`src/rtl/rxdma_pkg.sv`:
```
// Shared types for the receive DMA engine.
// Assumes nothing beyond a plain SystemVerilog compile.
package rxdma_pkg;

    // Which source feeds the memory write port this cycle
    typedef enum logic [1:0] {
        SRC_NONE = 2'd0,
        SRC_FIFO = 2'd1,
        SRC_LIVE = 2'd2
    } rxdma_src_e;

endpackage

```
`src/rtl/rxdma_split.sv`:
```
// Splits a requested length into the part taken from the FIFO and
// the part left pending for the live stream.
// Assumes the FIFO count is sampled in the same cycle as the length write.
module rxdma_split #(
    parameter int LW = 8,
    parameter int CW = 5
) (
    input  logic [LW-1:0] len_val,
    input  logic [CW-1:0] fifo_count,
    output logic [LW-1:0] drain_n,
    output logic [LW-1:0] pend_n
);
    localparam int SW = (LW > CW) ? LW : CW;

    logic [SW-1:0] len_ext;
    logic [SW-1:0] cnt_ext;

    // Widen both operands to a common width before comparing
    always_comb begin
        len_ext = SW'(len_val);
        cnt_ext = SW'(fifo_count);
    end

    // Take the whole FIFO when it is short, else exactly the length
    always_comb begin
        if (cnt_ext < len_ext) begin
            drain_n = cnt_ext[LW-1:0];
            pend_n  = len_val - cnt_ext[LW-1:0];
        end else begin
            drain_n = len_val;
            pend_n  = '0;
        end
    end
endmodule

```
`src/rtl/rxdma_ptr.sv`:
```
// Destination pointer register: loads on a pointer write and steps by
// one on each accepted memory write. Wraps modulo 2^AW.
// Assumes a load and an increment never need to be combined.
module rxdma_ptr #(
    parameter int AW = 16
) (
    input  logic          clk,
    input  logic          rst_n,
    input  logic          load,
    input  logic [AW-1:0] load_val,
    input  logic          step,
    output logic [AW-1:0] ptr
);
    // Pointer update; a load takes priority over a step
    always_ff @(posedge clk) begin
        if (!rst_n) begin
            ptr <= '0;
        end else if (load) begin
            ptr <= load_val;
        end else if (step) begin
            ptr <= ptr + AW'(1);
        end
    end
endmodule

```
`src/rtl/rxdma_ctrl.sv`:
```
// Transfer control: holds the drain and pending counters, selects the
// byte source and forms the memory request and handshake.
// Assumes fifo_count is stable during the cycle of a length write.
module rxdma_ctrl
    import rxdma_pkg::*;
#(
    parameter int LW = 8,
    parameter int CW = 5
) (
    input  logic          clk,
    input  logic          rst_n,
    input  logic          addr_we,
    input  logic          len_we,
    input  logic [LW-1:0] len_val,
    input  logic [CW-1:0] fifo_count,
    input  logic          rx_valid,
    input  logic          mem_ready,
    output rxdma_src_e    src,
    output logic          req,
    output logic          fire,
    output logic [LW-1:0] pend
);
    logic [LW-1:0] drain_left;
    logic [LW-1:0] drain_n;
    logic [LW-1:0] pend_n;
    logic          busy;
    logic          start;

    rxdma_split #(.LW(LW), .CW(CW)) u_split (
        .len_val    (len_val),
        .fifo_count (fifo_count),
        .drain_n    (drain_n),
        .pend_n     (pend_n)
    );

    // A start needs a non-zero length, no drain running and no pointer write
    always_comb begin
        busy  = (drain_left != '0);
        start = len_we && !addr_we && !busy && (len_val != '0);
    end

    // Source choice: drain first, live stream only when nothing else is written
    always_comb begin
        if (addr_we) begin
            src = SRC_NONE;
        end else if (busy) begin
            src = SRC_FIFO;
        end else if ((pend != '0) && !len_we) begin
            src = SRC_LIVE;
        end else begin
            src = SRC_NONE;
        end
    end

    // Memory request and its acceptance
    always_comb begin
        req  = (src == SRC_FIFO) || ((src == SRC_LIVE) && rx_valid);
        fire = req && mem_ready;
    end

    // Counter update: cancel, start, or count down on accepted writes
    always_ff @(posedge clk) begin
        if (!rst_n) begin
            drain_left <= '0;
            pend       <= '0;
        end else if (addr_we) begin
            drain_left <= '0;
            pend       <= '0;
        end else if (start) begin
            drain_left <= drain_n;
            pend       <= pend_n;
        end else if (fire) begin
            if (src == SRC_FIFO) begin
                drain_left <= drain_left - LW'(1);
            end else begin
                pend <= pend - LW'(1);
            end
        end
    end
endmodule

```
`src/rtl/rxdma_engine.sv`:
```
// Top of the serial receive DMA engine. Drains the receive FIFO, then
// streams live bytes into memory through a byte write port.
// Assumes fifo_rdata shows the FIFO head whenever fifo_count is non-zero.
module rxdma_engine
    import rxdma_pkg::*;
#(
    parameter int AW = 16,
    parameter int LW = 8,
    parameter int CW = 5,
    parameter int DW = 8
) (
    input  logic          clk,
    input  logic          rst_n,
    input  logic          cfg_addr_we,
    input  logic [AW-1:0] cfg_addr_wdata,
    input  logic          cfg_len_we,
    input  logic [LW-1:0] cfg_len_wdata,
    input  logic          irq_en,
    input  logic [CW-1:0] fifo_count,
    input  logic [DW-1:0] fifo_rdata,
    output logic          fifo_pop,
    input  logic          rx_valid,
    input  logic [DW-1:0] rx_data,
    output logic          rx_ready,
    output logic          mem_valid,
    output logic [AW-1:0] mem_addr,
    output logic [DW-1:0] mem_data,
    input  logic          mem_ready,
    output logic [AW-1:0] cur_ptr,
    output logic [LW-1:0] pend_size,
    output logic          done_irq
);
    rxdma_src_e src;
    logic       fire;

    rxdma_ctrl #(.LW(LW), .CW(CW)) u_ctrl (
        .clk        (clk),
        .rst_n      (rst_n),
        .addr_we    (cfg_addr_we),
        .len_we     (cfg_len_we),
        .len_val    (cfg_len_wdata),
        .fifo_count (fifo_count),
        .rx_valid   (rx_valid),
        .mem_ready  (mem_ready),
        .src        (src),
        .req        (mem_valid),
        .fire       (fire),
        .pend       (pend_size)
    );

    rxdma_ptr #(.AW(AW)) u_ptr (
        .clk      (clk),
        .rst_n    (rst_n),
        .load     (cfg_addr_we),
        .load_val (cfg_addr_wdata),
        .step     (fire),
        .ptr      (cur_ptr)
    );

    // Memory port data and address from the selected source
    always_comb begin
        mem_addr = cur_ptr;
        mem_data = (src == SRC_FIFO) ? fifo_rdata : rx_data;
    end

    // Handshakes back to the FIFO and the live stream
    always_comb begin
        fifo_pop = fire && (src == SRC_FIFO);
        rx_ready = (src == SRC_LIVE) && mem_ready;
    end

    // Completion request: enabled and nothing pending
    always_comb begin
        done_irq = irq_en && (pend_size == '0);
    end
endmodule

```
`config.mk`:
```
export PLATFORM = sky130hd
export DESIGN_NAME = rxdma_engine
export DESIGN_NICKNAME = d
export VERILOG_FILES = /design/src/rtl/rxdma_pkg.sv /design/src/rtl/rxdma_split.sv /design/src/rtl/rxdma_ptr.sv /design/src/rtl/rxdma_ctrl.sv /design/src/rtl/rxdma_engine.sv
export SDC_FILE = /design/constraint.sdc
export NUM_CORES = 1
export LEC_CHECK = 0
export CORE_AREA = 4 4 86 68
export DETAILED_ROUTE_END_ITERATION = 16
export DIE_AREA = 0 0 90 72
export DONT_BUFFER_PORTS = 1
export MAX_ROUTING_LAYER = met4
export SLEW_MARGIN = 10
export SYNTH_ARGS = -nofsm -noshare
export SYNTH_HDL_FRONTEND = slang
export SYNTH_SLANG_ARGS = --single-unit
```
`constraint.sdc`:
```
create_clock -name clk -period 6.8 [get_ports clk]
set_input_delay 1.36 -clock clk [delete_from_list [all_inputs] [get_ports clk]]
set_output_delay 1.36 -clock clk [all_outputs]
set_load 0.05 [all_outputs]
```
==> impl_metrics.py <==
metrics = {
    "timing": {
        "tightest_slew_ps": 1210,
        "setup_viol": 0,
        "setup_slack_ps": 2840,
        "hold_violations": 0,
        "slew_violations": 0,
        "period_needed_ps": 3960,
        "max_freq_mhz": 253,
        "slew_headroom_pct": 18.9,
        "tns_ps": 0,
        "period_share_pct": 58.2,
        "rsz0062_at_grt": "false",
        "skew_ps": 3.43,
    },
    "clocking": {
        "cts.path.max_buffers": 2,
        "clk-insertion-delay-late_ps": 280,
        "cts.sinks": 32,
        "post_cts_buffers": 0,
        "cts_tree": "done",
        "cts_resized": 0,
        "path_clk_slew_ps": 70,
        "root_buffer": "clkbuf_8",
        "htree_levels": 2,
        "cts_buffers": 5,
        "hold_buffers": 0,
    },
    "synthesis": {
        "synth-async-reset-ratio_pct": 0,
        "synth_top_area_share_pct": 26.1,
        "synth_cells": 304,
        "yosys-top-cells-count": "32 x dfxtp_1, 25 x nand2_1, 18 x inv_1, 17 x a21oi_1",
        "yosys.cell_types.count": 59,
        "ys.flop_type": "dfxtp_1",
        "yosys.area.top_type": "dfxtp_1",
        "yosysWarnings": 0,
        "syn_nets": 367,
        "syn_area_sq_mm": 0.00245,
        "synth.area.top_cells": "dfxtp_1 26%, ha_1 5.1%, buf_4 4.9%",
        "synth.most_common_cell": "dfxtp_1",
        "synth_area_per_cell_sq_um": 8.06,
        "ys_seq_area_share_pct": 26.1,
        "ys_ff_latch": 32,
        "synth_edf_count": 0,
    },
    "routing": {
        "viasPerCell": 6.25,
        "totalWireLength_mm": 6.45,
        "drtPass1Iterations": 4,
        "first_iter_violations": 117,
        "wire_per_inst_um": 18.7,
        "drtAntennaViolNets": 0,
        "via_count": 2156,
        "drc": 0,
    },
    "placed_design": {
        "dp_slack_ps": 2840,
        "gp_congestion": 0.830,
        "io_buffers": 0,
        "dp.cells": 337,
        "dp_hpwl_mm": 4.96,
    },
    "critical_path": {
        "cp_slowest_cell": "a21oi_1",
        "slowest_delay_ps": 860,
        "worstPathArrival_ps": 2600,
        "cp-start-kind": "input pin",
        "reg2reg_to": "u_ctrl.pend[5]$_SDFFE_PP0P_",
        "rr_startpoint": "u_ctrl.pend[0]$_SDFFE_PP0P_",
        "worstRegToRegCells": 7,
        "critPathCaptureType": "output pin",
        "crit_chain": "nand2b_1, a31o_2, a21oi_1",
        "path_class": "in -> out",
        "crit_fanout": 5,
        "rrSetupSlack_ps": 3690,
        "cp_data_required_time_ps": 5440,
    },
    "floorplan": {
        "die-width_um": 90,
        "fp.coreArea_sq_mm": 0.00509,
        "dieArea_sq_mm": 0.00648,
        "rows": 23,
        "initial_core_util_pct": 48.1,
        "boundaryPins": 104,
        "die_height_um": 72,
    },
    "hold_path": {
        "hold_end": "u_ctrl.drain_left[6]$_SDFFE_PP0P_",
        "min_path_type": "reg -> reg",
        "whs_path_depth": 2,
        "hp-start": "u_ctrl.drain_left[6]$_SDFFE_PP0P_",
    },
    "pwr": {
        "vdd_ir_drop_max_uv": 73.6,
        "p_per_area_mw_per_mm2": 234,
        "power.leakage_nw": 0.856,
    },
    "final_layout": {
        "antennaDiodeCount": 0,
        "layout-drive-gt1-share_pct": 11.3,
        "area_delta_synth_final_pct": -0.0000408,
        "fin_nets": 345,
        "fin_cells": 345,
    },
    "global_routing": {
        "antenna_found_initial": 0,
        "grt_pass1_vias": 2048,
        "grt_pass1_wl_mm": 10.4,
        "grt_overflow": 0,
        "grt.total_usage_pct": 20.4,
        "grt_max_degree": 22,
    },
    "run": {
        "maxCapViolations": 0,
    },
    "status": {
        "status": "completed",
    },
}
metrics by stage:
step	util, %	hold slack, ps	instance area [sq um]	power, mW
floorplan	-	500	2450	0.409
global placement	46.3	519	2360	0.422
detailed placement	46.3	531	2360	0.423
global route	48.1	596	2450	0.606
finish	48.1	541	2450	0.573
CTS	48.1	548	2450	0.578
how the worst max path moves through the flow:
stage / depth (start not counted) / endpoint / startpoint
2_1_floorplan: 2 / rx_ready / cfg_addr_we
3_3_place_gp: 3 / mem_valid / cfg_len_we
3_5_place_dp: 3 / mem_valid / cfg_len_we
4_1_cts: 3 / mem_valid / cfg_len_we
5_1_grt: 3 / mem_valid / cfg_len_we
6_report: 3 / mem_valid / cfg_len_we
layout by cell type, fill, tap and decap left out, types with 4 or more instances in the layout:
cell type,count
o21ai_0,7
mux2i_1,4
xor2_1,9
nand2_1,25
a31oi_1,7
dfxtp_1,32
nand3_1,14
a311oi_1,4
nand4_1,8
or3_1,5
o22ai_1,5
clkbuf_8,6
and4_1,5
inv_1,18
ha_1,10
nor3_1,9
nand2b_1,4
nor2_1,16
a21oi_1,17
o21ai_1,5
xnor2_1,5
mux2_2,9
o211ai_1,5
where the power goes:
group,leakage [nW],switching (mW),internal [mW]
Combinational,0.543,0.107,0.0504
Clock,0.0510,0.0729,0.0808
Sequential,0.262,0.0646,0.198
Total,0.856,0.244,0.329
registers in the layout, indices dropped and copies added (netlist names):
register           cells
u_ptr.ptr             16
u_ctrl.pend            8
u_ctrl.drain_left      8
cells by family (layout without fill, tap and decap cells):
kind of cell             after synthesis  after routing  share of synthesized area [%]
AND/OR/NAND/NOR                      110            110                           24.5
AO/OA/AOI/OAI                         74             74                           21.3
buffers and inverters                 49             28                           10.9
flip-flops                            32             32                           26.1
XOR/XNOR                              14             14                           5.00
multiplexers                          14             14                           6.23
adder cells (fa/ha/maj)               11             11                           5.92
layer usage:
metal	GRT usage (%)	vias up	share of wire [%]
met3	7.36	8	7.2
met4	4.75	0	0.85
met5	-	-	0
met1	28.3	1003	50
met2	28.2	85	42
li1	-	1060	-
area by class of cell:
type	instances	area, sq um
Clock buffer	6	82.6
Clock inverter	2	10.0
Fill cell	523	2640
Inverter	18	67.6
Multi-Input combinational cell	223	1560
Sequential cell	32	641
Tap cell	62	77.6
Timing Repair Buffer	2	15.0
worst max-delay path: cells and delay by family:
kind / cells / cell delay, ps
AND/OR/NAND/NOR: 1 / 120
AO/OA/AOI/OAI: 2 / 1120
(Power assumes the default switching activity.)
